$ cat src/rtl/scaled_pwm_pkg.sv
// Package: register offsets and configuration field positions shared by
// the PWM timer modules. Assumes byte addressing with 32-bit registers.
package scaled_pwm_pkg;

    localparam int ADDR_W   = 8;
    localparam int DATA_W   = 32;

    localparam logic [ADDR_W-1:0] OFF_CFG    = 8'h00;
    localparam logic [ADDR_W-1:0] OFF_COUNT  = 8'h08;
    localparam logic [ADDR_W-1:0] OFF_SCALED = 8'h10;
    localparam int                CMP_BASE   = 32'h20;
    localparam int                CMP_STRIDE = 4;

    localparam int BIT_STICKY = 8;
    localparam int BIT_ZCMP   = 9;
    localparam int BIT_ALWAYS = 12;
    localparam int BIT_ONCE   = 13;
    localparam int IP_LSB     = 28;

    typedef struct packed {
        logic [3:0] scale;
        logic       sticky;
        logic       zero_cmp;
        logic       run_always;
        logic       run_once;
    } pwm_cfg_t;

endpackage

$ cat src/rtl/spt_counter.sv
// Counter core: holds the wide counter, advances it while running, restarts
// it on a zero-compare hit, and flags the end of each period.
// Assumes CMP_W + 2**SCALE_W - 1 <= CNT_W.
module spt_counter #(
    parameter int CNT_W   = 31,
    parameter int CMP_W   = 16,
    parameter int SCALE_W = 4
) (
    input  logic               clk,
    input  logic               rst_n,
    input  logic               run,
    input  logic [SCALE_W-1:0] scale,
    input  logic               zc_hit,
    input  logic               wr_en,
    input  logic [CNT_W-1:0]   wr_val,
    output logic [CNT_W-1:0]   cnt,
    output logic [CMP_W-1:0]   scaled,
    output logic               period_end
);

    localparam int SH_W = $clog2(CMP_W + (2 ** SCALE_W));

    logic [SH_W-1:0]  wrap_bit;
    logic [CNT_W-1:0] low_mask;
    logic             carry_out;

    // Purpose: form the scaled count and detect a carry out of bit 15+scale.
    always_comb begin
        scaled    = CMP_W'(cnt >> scale);
        wrap_bit  = SH_W'(CMP_W) + SH_W'(scale);
        low_mask  = ~({CNT_W{1'b1}} << wrap_bit);
        carry_out = ((cnt & low_mask) == low_mask);
        period_end = run && !wr_en && (zc_hit || carry_out);
    end

    // Purpose: counter register; a bus load wins over counting and restart.
    always_ff @(posedge clk) begin
        if (!rst_n) begin
            cnt <= '0;
        end else if (wr_en) begin
            cnt <= wr_val;
        end else if (run) begin
            if (zc_hit) begin
                cnt <= '0;
            end else begin
                cnt <= cnt + 1'b1;
            end
        end
    end

    assert_hold_R5: assert property (@(posedge clk) disable iff (!rst_n)
        (!run && !wr_en) |=> $stable(cnt));

    assert_step_R5: assert property (@(posedge clk) disable iff (!rst_n)
        (run && !wr_en && !zc_hit) |=> (cnt == CNT_W'($past(cnt) + 1'b1)));

    assert_zero_restart_R7: assert property (@(posedge clk) disable iff (!rst_n)
        (run && !wr_en && zc_hit) |=> (cnt == '0));

endmodule

$ cat src/rtl/spt_channel.sv
// One channel: drives the PWM output from the scaled-count comparison and
// keeps the pending flag, live or sticky. Assumes the compare value is
// already registered.
module spt_channel #(
    parameter int CMP_W = 16
) (
    input  logic             clk,
    input  logic             rst_n,
    input  logic [CMP_W-1:0] scaled,
    input  logic [CMP_W-1:0] cmp,
    input  logic             sticky,
    input  logic             ip_wr,
    input  logic             ip_wdata,
    output logic             pwm,
    output logic             ip
);

    logic reached;

    // Purpose: output high below the compare value, condition at or above it.
    always_comb begin
        pwm     = (scaled < cmp);
        reached = (scaled >= cmp);
    end

    // Purpose: pending flag; a bus write wins, otherwise it latches or tracks.
    always_ff @(posedge clk) begin
        if (!rst_n) begin
            ip <= 1'b0;
        end else if (ip_wr) begin
            ip <= ip_wdata;
        end else if (sticky) begin
            ip <= ip | reached;
        end else begin
            ip <= reached;
        end
    end

    assert_top_step_low_R6: assert property (@(posedge clk) disable iff (!rst_n)
        (scaled == {CMP_W{1'b1}}) |-> !pwm);

    assert_sticky_keep_R10: assert property (@(posedge clk) disable iff (!rst_n)
        (sticky && ip && !ip_wr) |=> ip);

    assert_live_follow_R9: assert property (@(posedge clk) disable iff (!rst_n)
        (!sticky && !ip_wr) |=> (ip == $past(reached)));

    assert_write_load_R11: assert property (@(posedge clk) disable iff (!rst_n)
        ip_wr |=> (ip == $past(ip_wdata)));

endmodule

$ cat src/rtl/spt_regs.sv
// Register file: decodes the bus, holds the configuration and compare
// registers, clears run-once at a period end, and builds the read word.
// Assumes NUM_CH <= 4 so the pending flags fit in bits 31:28.
module spt_regs
    import scaled_pwm_pkg::*;
#(
    parameter int NUM_CH  = 4,
    parameter int CNT_W   = 31,
    parameter int CMP_W   = 16,
    parameter int SCALE_W = 4
) (
    input  logic                         clk,
    input  logic                         rst_n,
    input  logic                         bus_en,
    input  logic                         bus_we,
    input  logic [ADDR_W-1:0]            bus_addr,
    input  logic [DATA_W-1:0]            bus_wdata,
    output logic [DATA_W-1:0]            bus_rdata,
    input  logic [CNT_W-1:0]             cnt,
    input  logic [CMP_W-1:0]             scaled,
    input  logic                         period_end,
    input  logic [NUM_CH-1:0]            ip,
    output pwm_cfg_t                     cfg,
    output logic [NUM_CH-1:0][CMP_W-1:0] cmp,
    output logic                         cnt_wr,
    output logic [CNT_W-1:0]             cnt_wval,
    output logic                         ip_wr,
    output logic [NUM_CH-1:0]            ip_wdata
);

    logic              wr;
    logic              cfg_wr;
    logic [NUM_CH-1:0] cmp_wr;

    // Purpose: decode write strobes for each register.
    always_comb begin
        wr       = bus_en && bus_we;
        cfg_wr   = wr && (bus_addr == OFF_CFG);
        cnt_wr   = wr && (bus_addr == OFF_COUNT);
        cnt_wval = bus_wdata[CNT_W-1:0];
        ip_wr    = cfg_wr;
        ip_wdata = bus_wdata[IP_LSB +: NUM_CH];
        for (int i = 0; i < NUM_CH; i++) begin
            cmp_wr[i] = wr && (bus_addr == ADDR_W'(CMP_BASE + CMP_STRIDE * i));
        end
    end

    // Purpose: configuration register with hardware clear of run-once.
    always_ff @(posedge clk) begin
        if (!rst_n) begin
            cfg <= '0;
        end else if (cfg_wr) begin
            cfg.scale      <= bus_wdata[SCALE_W-1:0];
            cfg.sticky     <= bus_wdata[BIT_STICKY];
            cfg.zero_cmp   <= bus_wdata[BIT_ZCMP];
            cfg.run_always <= bus_wdata[BIT_ALWAYS];
            cfg.run_once   <= bus_wdata[BIT_ONCE];
        end else if (period_end && cfg.run_once) begin
            cfg.run_once <= 1'b0;
        end
    end

    // Purpose: one compare register per channel, loaded straight from the bus.
    generate
        for (genvar g = 0; g < NUM_CH; g++) begin : g_cmp
            always_ff @(posedge clk) begin
                if (!rst_n) begin
                    cmp[g] <= '0;
                end else if (cmp_wr[g]) begin
                    cmp[g] <= bus_wdata[CMP_W-1:0];
                end
            end
        end
    endgenerate

    // Purpose: combinational read multiplexer; unmapped offsets return zero.
    always_comb begin
        bus_rdata = '0;
        if (bus_addr == OFF_CFG) begin
            bus_rdata[SCALE_W-1:0]        = cfg.scale;
            bus_rdata[BIT_STICKY]         = cfg.sticky;
            bus_rdata[BIT_ZCMP]           = cfg.zero_cmp;
            bus_rdata[BIT_ALWAYS]         = cfg.run_always;
            bus_rdata[BIT_ONCE]           = cfg.run_once;
            bus_rdata[IP_LSB +: NUM_CH]   = ip;
        end else if (bus_addr == OFF_COUNT) begin
            bus_rdata = DATA_W'(cnt);
        end else if (bus_addr == OFF_SCALED) begin
            bus_rdata = DATA_W'(scaled);
        end else begin
            for (int i = 0; i < NUM_CH; i++) begin
                if (bus_addr == ADDR_W'(CMP_BASE + CMP_STRIDE * i)) begin
                    bus_rdata = DATA_W'(cmp[i]);
                end
            end
        end
    end

    assert_once_clears_R8: assert property (@(posedge clk) disable iff (!rst_n)
        (period_end && cfg.run_once && !cfg_wr) |=> !cfg.run_once);

    assert_cfg_only_by_bus_R3: assert property (@(posedge clk) disable iff (!rst_n)
        !cfg_wr |=> ($stable(cfg.scale) && $stable(cfg.sticky) && $stable(cfg.zero_cmp)));

endmodule

$ cat src/rtl/scaled_pwm_timer.sv
// Top: four-channel PWM timer. It wires the register file, the counter core
// and one channel per output, and forms the zero-compare hit from channel 0.
// Assumes a single clock domain and a synchronous active-low reset.
module scaled_pwm_timer
    import scaled_pwm_pkg::*;
#(
    parameter int NUM_CH  = 4,
    parameter int CNT_W   = 31,
    parameter int CMP_W   = 16,
    parameter int SCALE_W = 4
) (
    input  logic              clk,
    input  logic              rst_n,
    input  logic              bus_en,
    input  logic              bus_we,
    input  logic [7:0]        bus_addr,
    input  logic [31:0]       bus_wdata,
    output logic [31:0]       bus_rdata,
    output logic [NUM_CH-1:0] pwm_out,
    output logic [NUM_CH-1:0] irq_pend
);

    pwm_cfg_t                     cfg;
    logic [NUM_CH-1:0][CMP_W-1:0] cmp;
    logic [CNT_W-1:0]             cnt;
    logic [CMP_W-1:0]             scaled;
    logic                         period_end;
    logic                         cnt_wr;
    logic [CNT_W-1:0]             cnt_wval;
    logic                         ip_wr;
    logic [NUM_CH-1:0]            ip_wdata;
    logic                         run;
    logic                         zc_hit;

    // Purpose: run enable and zero-compare restart condition.
    always_comb begin
        run    = cfg.run_always || cfg.run_once;
        zc_hit = cfg.zero_cmp && (scaled >= cmp[0]);
    end

    spt_regs #(
        .NUM_CH  (NUM_CH),
        .CNT_W   (CNT_W),
        .CMP_W   (CMP_W),
        .SCALE_W (SCALE_W)
    ) u_regs (
        .clk        (clk),
        .rst_n      (rst_n),
        .bus_en     (bus_en),
        .bus_we     (bus_we),
        .bus_addr   (bus_addr),
        .bus_wdata  (bus_wdata),
        .bus_rdata  (bus_rdata),
        .cnt        (cnt),
        .scaled     (scaled),
        .period_end (period_end),
        .ip         (irq_pend),
        .cfg        (cfg),
        .cmp        (cmp),
        .cnt_wr     (cnt_wr),
        .cnt_wval   (cnt_wval),
        .ip_wr      (ip_wr),
        .ip_wdata   (ip_wdata)
    );

    spt_counter #(
        .CNT_W   (CNT_W),
        .CMP_W   (CMP_W),
        .SCALE_W (SCALE_W)
    ) u_counter (
        .clk        (clk),
        .rst_n      (rst_n),
        .run        (run),
        .scale      (cfg.scale),
        .zc_hit     (zc_hit),
        .wr_en      (cnt_wr),
        .wr_val     (cnt_wval),
        .cnt        (cnt),
        .scaled     (scaled),
        .period_end (period_end)
    );

    generate
        for (genvar g = 0; g < NUM_CH; g++) begin : g_ch
            spt_channel #(
                .CMP_W (CMP_W)
            ) u_ch (
                .clk      (clk),
                .rst_n    (rst_n),
                .scaled   (scaled),
                .cmp      (cmp[g]),
                .sticky   (cfg.sticky),
                .ip_wr    (ip_wr),
                .ip_wdata (ip_wdata[g]),
                .pwm      (pwm_out[g]),
                .ip       (irq_pend[g])
            );
        end
    endgenerate

    assert_stopped_scaled_stable_R4: assert property (@(posedge clk) disable iff (!rst_n)
        (!run && !cnt_wr && !ip_wr) |=> $stable(scaled));

endmodule

$ cat config.mk
export PLATFORM = sky130hd
export DESIGN_NAME = scaled_pwm_timer
export DESIGN_NICKNAME = d
export VERILOG_FILES = /design/src/rtl/scaled_pwm_pkg.sv /design/src/rtl/spt_counter.sv /design/src/rtl/spt_channel.sv /design/src/rtl/spt_regs.sv /design/src/rtl/scaled_pwm_timer.sv
export SDC_FILE = /design/constraint.sdc
export NUM_CORES = 1
export LEC_CHECK = 0
export ABC_CLOCK_PERIOD_IN_PS = 8000
export BUFFER_PORTS_ARGS = -buffer_cell sky130_fd_sc_hd__buf_2
export CAP_MARGIN = 30
export CORE_MARGIN = 2
export CORE_UTILIZATION = 60
export CTS_BUF_LIST = sky130_fd_sc_hd__clkbuf_2
export CTS_CLUSTER_DIAMETER = 60
export DETAILED_ROUTE_END_ITERATION = 16
export HOLD_SLACK_MARGIN = 0.02
export PLACE_DENSITY = 0.81
export SLEW_MARGIN = 10
export SYNTH_ARGS = -nofsm -noshare
export SYNTH_HDL_FRONTEND = slang
export SYNTH_SLANG_ARGS = --single-unit
$ cat constraint.sdc
create_clock -name clk -period 8 [get_ports clk]
set_input_delay 0 -clock clk [delete_from_list [all_inputs] [get_ports clk]]
set_output_delay 0 -clock clk [all_outputs]
set_load 0.01 [all_outputs]
==> summary.md <==
| Metric | Value |
|---|---|
| Status | finished clean |
| Antenna violations before repair | 1 |
| GRT Total Usage | 0.385 |
| Total gr overflow | 0 |
| Worst-Margin Slew | 1100 ps |
| Max-slew headroom | 0.263 |
| LEAKAGE | 3.59 nW |
| 1st-iter DRT viols | 1,354 |
| Resize count post-CTS | 0 |
| Slowest cell on the critical path | a2111oi_1 |
| CP Launch Type | flop |
| P&R area growth vs syn | 11.6% |
| Number of synthesized flops with an enable pin | 0 |
| CP Max Fanout | 37 |
| DRC | 0 |
| Post-synthesis cell area | 8570 um2 |
| ANT nets after route | 0 |
| Cts hold-fix bufs | 52 |
| Area of the multi-input gates | 5720 um2 |
| RSZ-0062 raised after global routing | false |
| Initial Util | 0.615 |
| Final worst path period need | 5110 ps |
| Netlist cell types | 64 |
| Hold Path Stages | 4 |
| Die Area | 15,300 um2 |
| Post-synthesis net count | 1,171 |
| Hold Path Class | input pin to flop |
| Mapped Avg Cell Area | 8.07 um2 |
| Worst Setup Slack, final | 2890 ps |
| Period utilisation layout | 0.639 |
| Commonest non-fill, non-tap cell in the layout | nand2_1 |
| MaxCap Viol Count | 0 |
| Dpl hpwl | 21,100 um |
| DRT Wirelength | 29,400 um |
| Reg2reg path depth | 14 |
| Critical Path RT | 8580 ps |
| Drt wl/cell | 22.3 um |
| H-tree depth | 3 |
| Worst slack, placed | 3340 ps |
| Area after DPL | 8850 um2 |
| Layout Nets | 1,243 |
| Clock slew at reported path FFs | 330 ps |
| Synth warn | 0 |
| DR pass1 iterations | 7 |
| Width of the die | 124 um |
| Ant. Diodes | 0 |
| Slowest stage delay, CP | 800 ps |
| CP cell instances | buf_4 -> mux2_2 -> mux2i_1 -> o21ai_0 -> mux2_2 -> ha_1 -> and3_1 -> nand3_1 -> a2111oi_1 -> o41ai_4 -> buf_4 -> o211ai_1 -> o21ai_0 -> dlygate4sd3_1 |
| Row count | 43 |
| Setup_tns | 0 ps |
| Fmax achieved | 196 MHz |
| Reg2Reg Setup Slack | 2890 ps |
| Placer Congestion | 0.993 |
| Hold path start | bus_wdata[24] |
| Synth Register Bits | 107 |
| Peak VDD IR | 0.148 mV |
| CTS tree | done |
| Via count | 8,619 |
| Insertion delay to the later sink of the worst-skew pair | 690 ps |
| CP endpoint kind | flop |
| Most frequent cells in the layout | nand2_1, dfxtp_1, nor2_1 |
| Register area | 2140 um2 |
| # fillers | 1,162 |
| CP Class | flop to flop |
| Count of final hold-check violations | 0 |
| Vias per cell | 6.53 |
| Clk sink count | 107 |
| Vias in the first global route | 7,695 |
| IO Count | 84 |
| First-pass GRT wire length | 43,700 um |
| Cells after Synth | 1,062 |
| Core Footprint | 13,900 um2 |
| Final max-slew violation count | 0 |
| # port buffers | 83 |
| Largest net degree at the start of global routing | 97 |
| Async S/R FF share, synth | 0 |
| Pwr Density | 91.6 nW/um2 |
| Reg2reg start | u_regs.cfg[5] |
| Final setup violation count | 0 |
| Post-CTS setup buffers | 0 |
| Reg2reg end | u_counter.cnt[18] |
| Longest Clk Path Bufs | 2 |
| Worst Skew | 47.9 ps |
| Die Height | 124 um |
| CTS buffer count | 9 |
| Root buffer cell | clkbuf_2 |
| Layout cells sized above 1 | 0.156 |
| Top_reg_cell synth | dfxtp_1 |
| CP Data Arrival Time | 5690 ps |
| Sequential area share after synthesis | 0.250 |
| Final Cell Area | 9560 um2 |
| Hold endpoint | u_counter.cnt[24] |
where the power goes:
part           switching (mW)  leakage [nW]  internal (mW)
Combinational          0.0483          2.66         0.0323
Clock                   0.206        0.0642         0.0497
Sequential            0.00166         0.863          0.537
cell families (layout without fill, tap and decap cells):
kind of cell             count (synthesis)  after routing  synth area share
AO/OA/AOI/OAI                          223            223             0.166
flip-flops                             107            107             0.250
adder cells (fa/ha/maj)                 65             65            0.0949
multiplexers                           108            108             0.168
XOR/XNOR                                30             30            0.0307
buffers and inverters                  161            238            0.0829
AND/OR/NAND/NOR                        368            368             0.208
critical path: cells and delay by family (launching register included):
family | cells | cell delay [ps]
AO/OA/AOI/OAI | 5 | 1670
adder cells (fa/ha/maj) | 1 | 330
buffers and inverters | 3 | 1250
flip-flops | 1 | 390
multiplexers | 3 | 1040
AND/OR/NAND/NOR | 2 | 310
state kept, by name, summed over array words and instances (netlist names):
register,cells
u_regs.cmp,64
u_counter.cnt,31
u_regs.cfg,8
g_ch.u_ch.ip,4
area by class of cell:
type / count / area share
Sequential cell: 107 / 0.224
Inverter: 70 / 0.0275
Clock inverter: 7 / 0.00720
Timing Repair Buffer: 152 / 0.114
Tap cell: 180 / 0.0236
Clock buffer: 9 / 0.00471
Multi-Input combinational cell: 794 / 0.599
through the flow:
stage               utilization  power, mW  instances  hold WS [ps]
floorplan                     -      0.578       1062           130
global route              0.686      0.899       1319          78.0
detailed placement        0.635      0.610       1245           239
global placement          0.635      0.610       1245           234
finish                    0.686      0.876       1319          92.2
CTS                       0.681      0.876       1313          54.3
how the worst max path moves through the flow:
stage	startpoint	to	slack [ps]	cells past startpoint
after floorplan	u_regs.cfg[4]	u_counter.cnt[13]	4280	13
after global placement	u_regs.cfg[4]	u_counter.cnt[28]	3490	12
after detailed placement	u_regs.cfg[4]	u_counter.cnt[27]	3340	12
after CTS	u_regs.cfg[4]	u_counter.cnt[27]	2710	13
after global routing	u_regs.cfg[5]	u_counter.cnt[28]	2650	15
final	u_regs.cfg[5]	u_counter.cnt[18]	2890	14
metal layers:
metal,track usage,part of all wire,vias up
met3,0.0867,0.12,80
met2,0.568,0.42,581
met4,0.185,0.050,2
met5,0,0.00034,-
li1,-,-,3950
met1,0.531,0.40,4006
synth_stat cells (16+ instances only):
library cell,count,area share
a21oi_1,79,0.046
a31oi_1,18,0.013
clkbuf_1,52,0.023
dfxtp_1,107,0.25
ha_1,65,0.095
inv_1,69,0.030
mux2_2,16,0.021
mux2i_1,65,0.076
mux4_2,27,0.071
nand2_1,113,0.050
nand3_1,49,0.029
nand4_1,19,0.014
nor2_1,96,0.042
o21ai_0,41,0.024
xnor2_1,20,0.020
Power figures use the tool's default switching activity.
